===== src/rtl/cfr_pkg.sv =====
package cfr_pkg;
  localparam int unsigned SYM_W  = 10;
  localparam int unsigned HEAD_W = 8;
  localparam int unsigned NOFF   = SYM_W;
  localparam int unsigned WIN_W  = SYM_W + NOFF - 1;
  localparam int unsigned OFF_W  = $clog2(NOFF);

  localparam logic [SYM_W-1:0] K_NEG = 10'b0011111010;
  localparam logic [SYM_W-1:0] K_POS = 10'b1100000101;

  typedef enum logic {
    MATCH_HEAD = 1'b0,
    MATCH_FULL = 1'b1
  } match_mode_e;
endpackage


===== src/rtl/cfr_pattern_match.sv =====
module cfr_pattern_match
  import cfr_pkg::*;
(
  input  logic [SYM_W-1:0] cand,
  input  match_mode_e      mode,
  output logic             hit
);
  logic head_hit;
  logic full_hit;

  always_comb begin
    head_hit = (cand[SYM_W-1 -: HEAD_W] == K_NEG[SYM_W-1 -: HEAD_W]) ||
               (cand[SYM_W-1 -: HEAD_W] == K_POS[SYM_W-1 -: HEAD_W]);
    full_hit = (cand == K_NEG) || (cand == K_POS);
    hit      = (mode == MATCH_FULL) ? full_hit : head_hit;
  end
endmodule


===== src/rtl/cfr_offset_scan.sv =====
module cfr_offset_scan
  import cfr_pkg::*;
(
  input  logic [WIN_W-1:0] window,
  input  match_mode_e      mode,
  output logic             hit_any,
  output logic [OFF_W-1:0] hit_off
);
  logic [NOFF-1:0] hit_vec;

  for (genvar k = 0; k < NOFF; k++) begin : g_off
    cfr_pattern_match u_match (
      .cand (window[WIN_W-1-k -: SYM_W]),
      .mode (mode),
      .hit  (hit_vec[k])
    );
  end

  // lowest offset wins: scan downward so the last assignment is the smallest
  always_comb begin
    hit_any = 1'b0;
    hit_off = '0;
    for (int k = NOFF - 1; k >= 0; k--) begin
      if (hit_vec[k]) begin
        hit_any = 1'b1;
        hit_off = OFF_W'(k);
      end
    end
  end
endmodule


===== src/rtl/cfr_align_ctrl.sv =====
module cfr_align_ctrl
  import cfr_pkg::*;
(
  input  logic             clk,
  input  logic             rst,
  input  logic             step,
  input  logic             frame_en,
  input  logic             hit_any,
  input  logic [OFF_W-1:0] hit_off,
  output logic [OFF_W-1:0] off_d,
  output logic             locked_d,
  output logic             event_d,
  output logic [OFF_W-1:0] off_q,
  output logic             locked_q
);
  always_comb begin
    event_d  = step && frame_en && hit_any && (!locked_q || (hit_off != off_q));
    off_d    = event_d ? hit_off : off_q;
    locked_d = locked_q || event_d;
  end

  always_ff @(posedge clk) begin
    if (rst) begin
      off_q    <= '0;
      locked_q <= 1'b0;
    end else begin
      off_q    <= off_d;
      locked_q <= locked_d;
    end
  end

  // a disabled framer keeps its boundary
  a_r8_frozen_offset: assert property (@(posedge clk) disable iff (rst)
    !frame_en |=> $stable(off_q));

  // lock is sticky until reset
  a_r6_lock_sticky: assert property (@(posedge clk) disable iff (rst)
    locked_q |=> locked_q);
endmodule


===== src/rtl/comma_framer.sv =====
module comma_framer
  import cfr_pkg::*;
(
  input  logic             clk,
  input  logic             rst,
  input  logic             in_valid,
  input  logic [SYM_W-1:0] in_char,
  input  logic             frame_en,
  input  logic             char_sel,
  output logic [SYM_W-1:0] out_char,
  output logic             out_valid,
  output logic             frame_event,
  output logic [OFF_W-1:0] out_offset,
  output logic             locked
);
  logic [SYM_W-1:0] prev_q;
  logic [WIN_W-1:0] window;
  logic             hit_any;
  logic [OFF_W-1:0] hit_off;
  logic [OFF_W-1:0] off_d;
  logic             locked_d;
  logic             event_d;
  logic [OFF_W-1:0] shamt;
  logic [WIN_W-1:0] shifted;
  logic [SYM_W-1:0] aligned;
  match_mode_e      mode;

  assign window = {prev_q, in_char[SYM_W-1:SYM_W-NOFF+1]};
  assign mode   = char_sel ? MATCH_FULL : MATCH_HEAD;

  cfr_offset_scan u_scan (
    .window  (window),
    .mode    (mode),
    .hit_any (hit_any),
    .hit_off (hit_off)
  );

  cfr_align_ctrl u_ctrl (
    .clk      (clk),
    .rst      (rst),
    .step     (in_valid),
    .frame_en (frame_en),
    .hit_any  (hit_any),
    .hit_off  (hit_off),
    .off_d    (off_d),
    .locked_d (locked_d),
    .event_d  (event_d),
    .off_q    (out_offset),
    .locked_q (locked)
  );

  // offset k selects window bits [WIN_W-1-k : WIN_W-SYM_W-k]
  always_comb begin
    shamt   = OFF_W'(NOFF - 1) - off_d;
    shifted = window >> shamt;
    aligned = shifted[SYM_W-1:0];
  end

  always_ff @(posedge clk) begin
    if (rst) begin
      prev_q      <= '0;
      out_char    <= '0;
      out_valid   <= 1'b0;
      frame_event <= 1'b0;
    end else begin
      out_valid   <= in_valid && locked_d;
      frame_event <= event_d;
      if (in_valid) begin
        prev_q   <= in_char;
        out_char <= aligned;
      end
    end
  end

  // every framing event comes with a valid character
  a_r6_event_with_valid: assert property (@(posedge clk) disable iff (rst)
    frame_event |-> out_valid);

  // no valid character before the first alignment
  a_r9_valid_needs_lock: assert property (@(posedge clk) disable iff (rst)
    out_valid |-> locked);

  // the reported boundary only moves together with a framing event
  a_r2_offset_moves_on_event: assert property (@(posedge clk) disable iff (rst)
    (out_offset != $past(out_offset)) |-> frame_event);
endmodule


===== config.mk =====
export PLATFORM = sky130hd
export DESIGN_NAME = comma_framer
export DESIGN_NICKNAME = d
export VERILOG_FILES = /design/src/rtl/cfr_pkg.sv /design/src/rtl/cfr_pattern_match.sv /design/src/rtl/cfr_offset_scan.sv /design/src/rtl/cfr_align_ctrl.sv /design/src/rtl/comma_framer.sv
export SDC_FILE = /design/constraint.sdc
export NUM_CORES = 1
export LEC_CHECK = 0
export BUFFER_PORTS_ARGS = -buffer_cell sky130_fd_sc_hd__buf_4
export CORE_ASPECT_RATIO = 1.25
export CORE_UTILIZATION = 50
export DETAILED_ROUTE_END_ITERATION = 10
export GPL_TIMING_DRIVEN = 0
export MAX_ROUTING_LAYER = met4
export PLACE_DENSITY = 0.8
export SLEW_MARGIN = 20
export SYNTH_ARGS = -nofsm -noshare
export SYNTH_HDL_FRONTEND = slang
export SYNTH_SLANG_ARGS = --single-unit

===== constraint.sdc =====
create_clock -name clk -period 4.8 [get_ports clk]
set_input_delay 0.48 -clock clk [delete_from_list [all_inputs] [get_ports clk]]
set_output_delay 0.48 -clock clk [all_outputs]
set_load 0.01 [all_outputs]

* After elaboration in Yosys (flattened, before gate mapping) *
Index checks and enable logic that the tools add are counted.

operators by class
  add/subtract/negate cells = 1
  eq/ne operators = 41
  shift-type cells = 1
  muxes and demuxes = 32
  reduce and logical (&&, ||, !) cells = 27

operator list
  cell                                                                    count
  10-bit equality test, second input constant                             10
  10-bit by 8-bit equality test with 1-bit output, second input constant  10
  8-bit by 6-bit equality test with 1-bit output, second input constant   10
  8-bit equality test, second input constant                              10
  4-bit 2-to-1 mux                                                        11
  1-bit logical OR                                                        22
  1-bit 2-to-1 mux                                                        21
  19-bit by 4-bit >> shifter with 10-bit output                           1
  1-bit logical AND                                                       4
  4-bit != test                                                           1
  4-bit subtractor, first input constant                                  1
  1-bit zero test                                                         1

storage, ports and cells
  flip-flop bits (word level) = 27
  bits of input ports = 15
  output and inout bits = 17
  word-level logic and storage cells = 108

* Longest topological paths before layout *
Gate-level depths: netlist (run 1).

  word-level depth = 19
  gate-level depth with buffers = 19
  depth with buffers taken out = 16

* By module *
From an unflattened synthesis (run 1), not the netlist that was laid out.

unflattened totals
  cell total of the unflattened synthesis = 293
  area, all modules = 2726.4 um^2

modules (own cells, without submodules)
  module             times used  cells an instance  area an instance (um^2)  sequential area each (um^2)
  comma_framer       1           163                1670.4                   440.4
  cfr_pattern_match  10          9                  68.8                     0.0
  cfr_align_ctrl     1           22                 266.5                    100.1
  cfr_offset_scan    1           18                 101.3                    0.0

* Least setup slack after synthesis (run 1) *
OpenSTA, ideal clock, no wires.

  path type = input-to-reg
  from = in in_char[6]
  to = reg out_char[9]
  setup time = 0.091 ns
  arrival time = 3.980 ns
  data required time = 4.709 ns
  path slack = 0.729 ns
  cell stages on the path = 17
  path buffers = 2
  path through = buf_2 or4_1 o31ai_1 nand2b_1 nor4b_1 xnor2_1 nand3_1 a21oi_1 or3_1 and2_1 ha_1 nor3_1 nor2_1 clkbuf_1 nor4_1 nor3_1 a311oi_1

between the ends
  word-level cells in the longest chain between the ends = 19
  elaborated cells on any way between the ends = 63
  those cells by class = 1 x add/sub; 21 x eq/ne; 1 x shift; 27 x mux; 13 x reduce/logical

RTL lines
  item                                                                           line                                              source
  start: declaration                                                             comma_framer.sv:7                                 input logic [SYM_W-1:0] in_char,
  10-bit by 8-bit equality test with 1-bit output, or another cell as far along  cfr_pattern_match.sv:14                           full_hit = (cand == K_NEG) || (cand == K_POS);
  1-bit logical OR (on tied branches)                                            cfr_pattern_match.sv:14, cfr_pattern_match.sv:12
  1-bit 2-to-1 mux                                                               cfr_pattern_match.sv:15                           hit = (mode == MATCH_FULL) ? full_hit : head_hit;
  4-bit 2-to-1 mux (10 in series)                                                cfr_offset_scan.sv:24                             if (hit_vec[k]) begin
  4-bit != test                                                                  cfr_align_ctrl.sv:17                              event_d = step && frame_en && hit_any && (!locked_q || (hit_off != off_q));
  1-bit logical OR                                                               cfr_align_ctrl.sv:17
  1-bit logical AND                                                              cfr_align_ctrl.sv:17
  4-bit 2-to-1 mux                                                               cfr_align_ctrl.sv:18                              off_d = event_d ? hit_off : off_q;
  4-bit subtractor                                                               comma_framer.sv:54                                shamt = OFF_W'(NOFF - 1) - off_d;
  19-bit by 4-bit >> shifter with 10-bit output (*)                              comma_framer.sv:55                                shifted = window >> shamt;
  end signal: assignment                                                         comma_framer.sv:70                                out_char <= aligned;
  end: declaration                                                               comma_framer.sv:10                                output logic [SYM_W-1:0] out_char,

Mark *: on every way between the ends. The rest lies on a longest branch, timed or not.
A chain may end at the register's enable or synchronous reset.

* Final worst setup path (run 1) *
  from = reg prev_q[2]
  to = reg out_char[6]

between the ends
  word-level cells in the longest chain between the ends = 17
  elaborated cells on any way between the ends = 79
  those cells by class = 1 x add/sub; 33 x eq/ne; 1 x shift; 25 x mux; 19 x reduce/logical

RTL lines
  item                                                                           line                                              source
  start: declaration                                                             comma_framer.sv:16                                logic [SYM_W-1:0] prev_q;
  start signal: assignment                                                       comma_framer.sv:69                                prev_q <= in_char;
  10-bit by 8-bit equality test with 1-bit output, or another cell as far along  cfr_pattern_match.sv:14
  1-bit logical OR (on tied branches)                                            cfr_pattern_match.sv:14, cfr_pattern_match.sv:12
  1-bit 2-to-1 mux                                                               cfr_pattern_match.sv:15
  4-bit 2-to-1 mux (8 in series)                                                 cfr_offset_scan.sv:24
  4-bit != test                                                                  cfr_align_ctrl.sv:17
  1-bit logical OR                                                               cfr_align_ctrl.sv:17
  1-bit logical AND                                                              cfr_align_ctrl.sv:17
  4-bit 2-to-1 mux                                                               cfr_align_ctrl.sv:18
  4-bit subtractor                                                               comma_framer.sv:54
  19-bit by 4-bit >> shifter with 10-bit output (*)                              comma_framer.sv:55

Marked as above.

==> qor.txt, run 1 <==
Pleak: 0.00120 µW
Clock Skew: 0.00195 ns
Status: finished clean
ANT cells: 0
H-tree levels: 1
FF-to-FF path depth: 17
Gr ovfl total: 0
RSZ-0062 raised after global routing: no
Nets@finish: 362
Largest net degree at the start of global routing: 17
Fin. Hold Viols: 0
Hold depth: 2
Max FO, Critical Path: 10
Wl on met1: 2940 µm
Post-synth top area share: 0.217
Post-CTS Hold Buffers: 0
Core area: 0.00476 mm²
Met2 WL post-DR: 3350 µm
Worst-Margin Slew: 0.692 ns
Post-synth EDFFs: 0
I/O Buffers: 27
Share of synthesized flip-flops with an asynchronous set or reset: 0
Count leader, synth: mux2i_1
Net Sw Frac: 0.314
Yosys top cell by area: dfxtp_1
Power share of the sequential group: 0.484
Worst-skew pair later-pin latency: 0.28 ns
WL met3: 431 µm
Total power: 495 µW
Post-Syn Nets: 330
Startpoint types: flip-flop
Worst setup EP type: flip-flop
Internal power: 340 µW
Clock buffer depth: 2
Endpoints failing setup: 0
GRT Overall Usage: 0.282
Die width: 65.1 µm
Crit path DAT: 4.59 ns
Pins Over Slew Limit: 0
Final WL: 6900 µm
Yosys warns: 0
Max rail drop VDD: 0.129 mV
Hold WC Path Type: primary input to flip-flop
CTS clock-pin slew for the worst setup and hold paths: 0.10 ns
Total CTS buffers: 3
Synthesis-stage register bit count: 27
Full die area: 0.00526 mm²
Mapped cell area: 0.00249 mm²
# DRC: 0
Vias in the first global route: 2344
Net Sw Power: 156 µW
Num Clock Sinks: 27
DR WL/cell: 17.0 µm
Sequential area share after synthesis: 0.217
Io pins: 32
Minimum clock period: 4.44 ns
Clock Tree Root: clkbuf_8
Post-CTS setup repair buffer count: 0
Power Density: 176 mW/mm²
Synth top area cells: dfxtp_1 (22%), mux2i_1 (14%), nor2_1 (3.8%)
TritonCTS clock tree: yes
Drt first-iter violations: 220
DP Wirelength: 5230 µm
Placer Congestion: 0.949
Die Height: 80.8 µm
Top Metal Used: met4
CP Class: flip-flop to flip-flop
Initial antenna violation count: 0
Post-CTS sizing: 0
Sum of negative setup slack: 0 ns
Dominant synthesized flop cell: dfxtp_1
Vias per cell: 6.50
Rel. slew slack: 0.539
Combinational power share: 0.240
Mean post-synth cell area: 7.92 µm²
Area Growth Syn to Fin: 13.3%
Initial Util: 0.522
MaxCap Viol Count: 0
First-pass iteration count of the detailed router: 5
# rows: 28
Most frequent cells after synthesis: mux2i_1 (34), dfxtp_1 (27), nor2_1 (25)
Clk network pwr share: 0.275
ANT nets after route: 0
Global-route wire length before repair: 11300 µm
Mapped Cells: 314
Distinct cells, synth: 62
Final period util: 0.925
Peak Freq: 225 MHz
Share of post-route cells with drive strength above 1: 0.174
Required @ worst endpoint: 4.96 ns
Vias: 2633
area by class of cell:
class,count,area (µm²)
tap,60,75.1
timing repair buffer,27,203
clock buffer,3,41.3
fill,470,1950
sequential,27,541
multi-input combinational,248,1760
inverter,12,45.0
clock inverter,1,7.51
buffer,27,143
registers in the layout (all words and copies together) (netlist names):
register	count
out_char	10
prev_q	10
u_ctrl.off_q	4
frame_event	1
out_valid	1
u_ctrl.locked_q	1
power by group through the flow:
stage	Sequential, µW	Combinational, µW	Clock (µW)
final	240	119	136
after global placement	245	115	0
after detailed placement	245	116	0
after CTS	240	116	139
after global routing	241	130	147
after floorplan	246	76.8	0
critical path, stage by stage (launching register included):
cell and delay, ns:
dfxtp_1 0.45, nand2_1 0.16, or4_1 0.55, o22a_1 0.27, and3_1 0.23, and3_1 0.16, o21ai_0 0.15, a21o_1 0.13
a21oi_1 0.08, or3_1 0.37, and2_1 0.17, ha_1 0.22, o21a_1 0.14, nor2_1 0.21, clkbuf_1 0.47, a211oi_1 0.18
o311ai_1 0.26, o32ai_1 0.11
path summary, 6_finish.rpt:
kind / startpoint / slack (ns) / end
max: prev_q[2] / 0.36 / out_char[6]
min: rst / 0.39 / u_ctrl.locked_q
max reg2reg: prev_q[2] / 0.36 / out_char[6]
min reg2reg: out_char[3] / 0.47 / out_char[3]
placed cells by master (no fill, tap or decap), types with 5 or more instances in the layout:
cell,count
a21oi_1,12
a22oi_1,12
and3_1,5
buf_2,12
buf_4,30
clkbuf_1,8
dfxtp_1,27
inv_1,12
mux2i_1,34
nand2_1,16
nand2b_1,10
nand3_1,15
nand4_1,6
nor2_1,25
nor2b_1,5
nor3_1,10
nor4_1,7
nor4bb_1,5
o21ai_0,8
kinds of logic (layout without fill, tap and decap cells):
logic type | Yosys count | after routing | synth area share
adders and majority gates | 1 | 1 | 0.00503
and+or+nand+nor | 132 | 132 | 0.304
xor gates and xnor gates | 2 | 2 | 0.00705
DFF | 27 | 27 | 0.217
muxes | 37 | 37 | 0.158
AOI/OAI and AO/OA | 76 | 76 | 0.233
buffers and inverters | 39 | 70 | 0.0755
metal layers:
layer | global-route usage | vias up
li1 | - | 1256
met1 | 0.356 | 1241
met2 | 0.464 | 120
met3 | 0.0239 | 16
met4 | 0.113 | 0
met5 | - | -
per-stage QoR:
step	cells	hold slack [ns]	setup slack, ns	cell area, µm²	util
6_report	405	0.389	0.362	2820	0.591
2_1_floorplan	314	0.482	0.729	2490	-
3_5_place_dp	401	0.462	0.111	2760	0.580
4_1_cts	405	0.388	0.338	2810	0.590
3_3_place_gp	401	0.443	0.0945	2760	0.580
5_1_grt	405	0.405	0.0792	2820	0.591
Note: power is estimated with default switching activity, not from simulation.
==> run 2: changes to the inputs <==
--- a/config.mk
+++ b/config.mk
@@ -11,7 +11,7 @@
 export DETAILED_ROUTE_END_ITERATION = 10
 export GPL_TIMING_DRIVEN = 0
 export MAX_ROUTING_LAYER = met4
-export PLACE_DENSITY = 0.8
+export PLACE_DENSITY = 0.82
 export SLEW_MARGIN = 20
 export SYNTH_ARGS = -nofsm -noshare
 export SYNTH_HDL_FRONTEND = slang
==> constraint.sdc (replaced) <==
create_clock -name clk -period 3.7 [get_ports clk]
set_input_delay 0.37 -clock clk [delete_from_list [all_inputs] [get_ports clk]]
set_output_delay 0.37 -clock clk [all_outputs]
set_load 0.01 [all_outputs]
==> qor.txt, run 2 (synthesis gave the netlist of run 1 again) <==
Clock Tree Root: clkbuf_8
Max rail drop VDD: 0.145 mV (+13%)
Crit-path max cell delay: 0.43 ns (-0.12 ns)
Hold WC Path Type: primary input to flip-flop
Full die area: 0.00526 mm² (unchanged)
Final core utilization: 0.695 (+0.104)
CTS clock-pin slew for the worst setup and hold paths: 0.11 ns (about the same)
Die Height: 80.8 µm (unchanged)
Share of post-route cells with drive strength above 1: 0.374 (+0.200)
Final period util: 1.02 (+0.0984)
Crit path from: prev_q[2]
Worst path slowest cell: or3_4
Required @ worst endpoint: 3.86 ns (-1.10 ns)
Worst-skew pair later-pin latency: 0.29 ns (about the same)
Failing checks: setup timing
TritonCTS clock tree: yes
ANT nets after route: 0 (unchanged)
Largest net degree at the start of global routing: 17 (unchanged)
# DRC: 0 (unchanged)
Dpl cells: 401 (unchanged)
Cell breakdown of the critical path: buf_6 > or2_4 > a2111oi_4 > a21oi_1 > nand3b_1 > or2_4 > o31ai_1 > or3_4 > and2_4 > ha_4 > or3_4 > a22oi_2 > a211oi_2 > o311ai_1 > o32ai_1
RR Startpoint: prev_q[2]
Global Route met1 Usage: 0.378 (+0.0219)
DP Wirelength: 5390 µm (+3.1%)
Drt first-iter violations: 246 (+12%)
Power Density: 206 mW/mm² (+17%)
Startpoint types: flip-flop
Vias per cell: 6.65 (+2.3%)
Most common cell after layout, fill and taps aside: buf_4
Met2 Use GR: 0.515 (+0.0510)
GRT Overall Usage: 0.311 (+0.0283)
Die width: 65.1 µm (unchanged)
Crit path DAT: 3.94 ns (-0.65 ns)
Placer Congestion: 0.954 (+0.57%)
Gr ovfl total: 0 (unchanged)
# rows: 28 (unchanged)
Status: finished with violations
Min-Delay Startpoint: rst
Pleak: 0.00137 µW (+14%)
ANT cells: 0 (unchanged)
Initial Util: 0.522 (unchanged)
Vias: 2781 (+5.6%)
H-tree levels: 1 (unchanged)
Clock buffer depth: 2 (unchanged)
Max FO, Critical Path: 6 (-4)
I/O Buffers: 27 (unchanged)
Worst setup EP type: flip-flop
Nets@finish: 375 (+3.6%)
Pre-CTS WS: -0.524 ns (-0.636 ns)
Io pins: 32 (unchanged)
Initial antenna violation count: 0 (unchanged)
Core area: 0.00476 mm² (unchanged)
MaxCap Viol Count: 0 (unchanged)
Global-route wire length before repair: 12400 µm (+9.4%)
Layout Cells excl Fill: 418 (+3.2%)
Final setup margin: -0.0851 ns (-0.447 ns)
GRT Max-Usage Layer: met2
Met3 Usage GRT: 0.0309 (+0.00702)
Peak Freq: 264 MHz (+17%)
Total CTS buffers: 3 (unchanged)
Regs by FF count: out_char: 10 flops, prev_q: 10 flops, u_ctrl.off_q: 4 flops
Minimum clock period: 3.79 ns (-0.653 ns)
DR WL/cell: 19.1 µm (+12%)
Worst-Margin Slew: 0.689 ns (-0.00222 ns)
First-pass iteration count of the detailed router: 6 (+1)
Rel. slew slack: 0.540 (+0.00148)
Most frequent cells in the layout: buf_4 (45), mux2i_1 (33), nor2_1 (24)
Worst path top cell family by delay: simple AND/OR/NAND/NOR gates
RSZ-0062 raised after global routing: yes
CP Class: flip-flop to flip-flop
Worst path bufs/invs: 1 (unchanged)
Pins Over Slew Limit: 0 (unchanged)
Final WL: 7980 µm (+16%)
Fin. Hold Viols: 0 (unchanged)
Vias in the first global route: 2579 (+10%)
Clock Skew: 0.00814 ns (+0.00619 ns)
Area Growth Syn to Fin: 33.2%
Num Clock Sinks: 27 (unchanged)
Endpoints failing setup: 8 (+8)
[run 2: cell type report]
type,instances,area [µm²]
inverter,12,45.0
sequential,27,556
clock buffer,3,41.3
timing repair buffer,44,335
fill,380,1450
multi-input combinational,248,2080
tap,60,75.1
clock inverter,1,7.51
buffer,23,171
[run 2: timing repair]
action,4_1_cts,5_1_grt
pin swaps,22,22
cloned,0,1
setup buffers,10,6
setup endpoints to repair,10,10
resized for setup,51,33
hold buffers,0,0
[run 2: worst paths after layout]
kind	to	slack (ns)	cells after the start
worst min register to register	out_char[3]	0.47	2
worst max-delay path	out_char[6]	-0.09	15
worst max register to register	out_char[6]	-0.09	15
worst min-delay path	u_ctrl.locked_q	0.27	2
[run 2: worst register-to-register path: stages (launching register included)]
cell	delay, ns
dfxtp_4	0.39
buf_6	0.14
or2_4	0.25
a2111oi_4	0.32
a21oi_1	0.11
nand3b_1	0.30
or2_4	0.20
o31ai_1	0.12
or3_4	0.43
and2_4	0.17
ha_4	0.17
or3_4	0.40
a22oi_2	0.25
a211oi_2	0.06
o311ai_1	0.24
o32ai_1	0.10
[run 2: per-stage QoR]
stage | instance area, µm² | hold WS (ns) | setup TNS (ns) | total power, µW
after detailed placement | 2820 | 0.452 | -4.23 | 471
after floorplan | 2540 | 0.450 | -0.0175 | 420
after global placement | 2820 | 0.444 | -3.81 | 467
final | 3310 | 0.275 | -0.468 | 683
after CTS | 3140 | 0.277 | -0.102 | 664
after global routing | 3310 | 0.279 | -2.13 | 711
[run 2: power by group]
| part | switching, µW | leakage [µW] | internal (µW) |
|---|---|---|---|
| Clock | 106 | 0.0000217 | 76.9 |
| Sequential | 15.7 | 0.000224 | 303 |
| Combinational | 104 | 0.00112 | 77.3 |
| Total | 225 | 0.00137 | 457 |
[run 2: per-layer routing]
metal / part of all wire / up-vias
met2: 0.50 / 152
met5: 0 / -
met3: 0.066 / 36
met4: 0.034 / 0
met1: 0.40 / 1309
li1: - / 1284
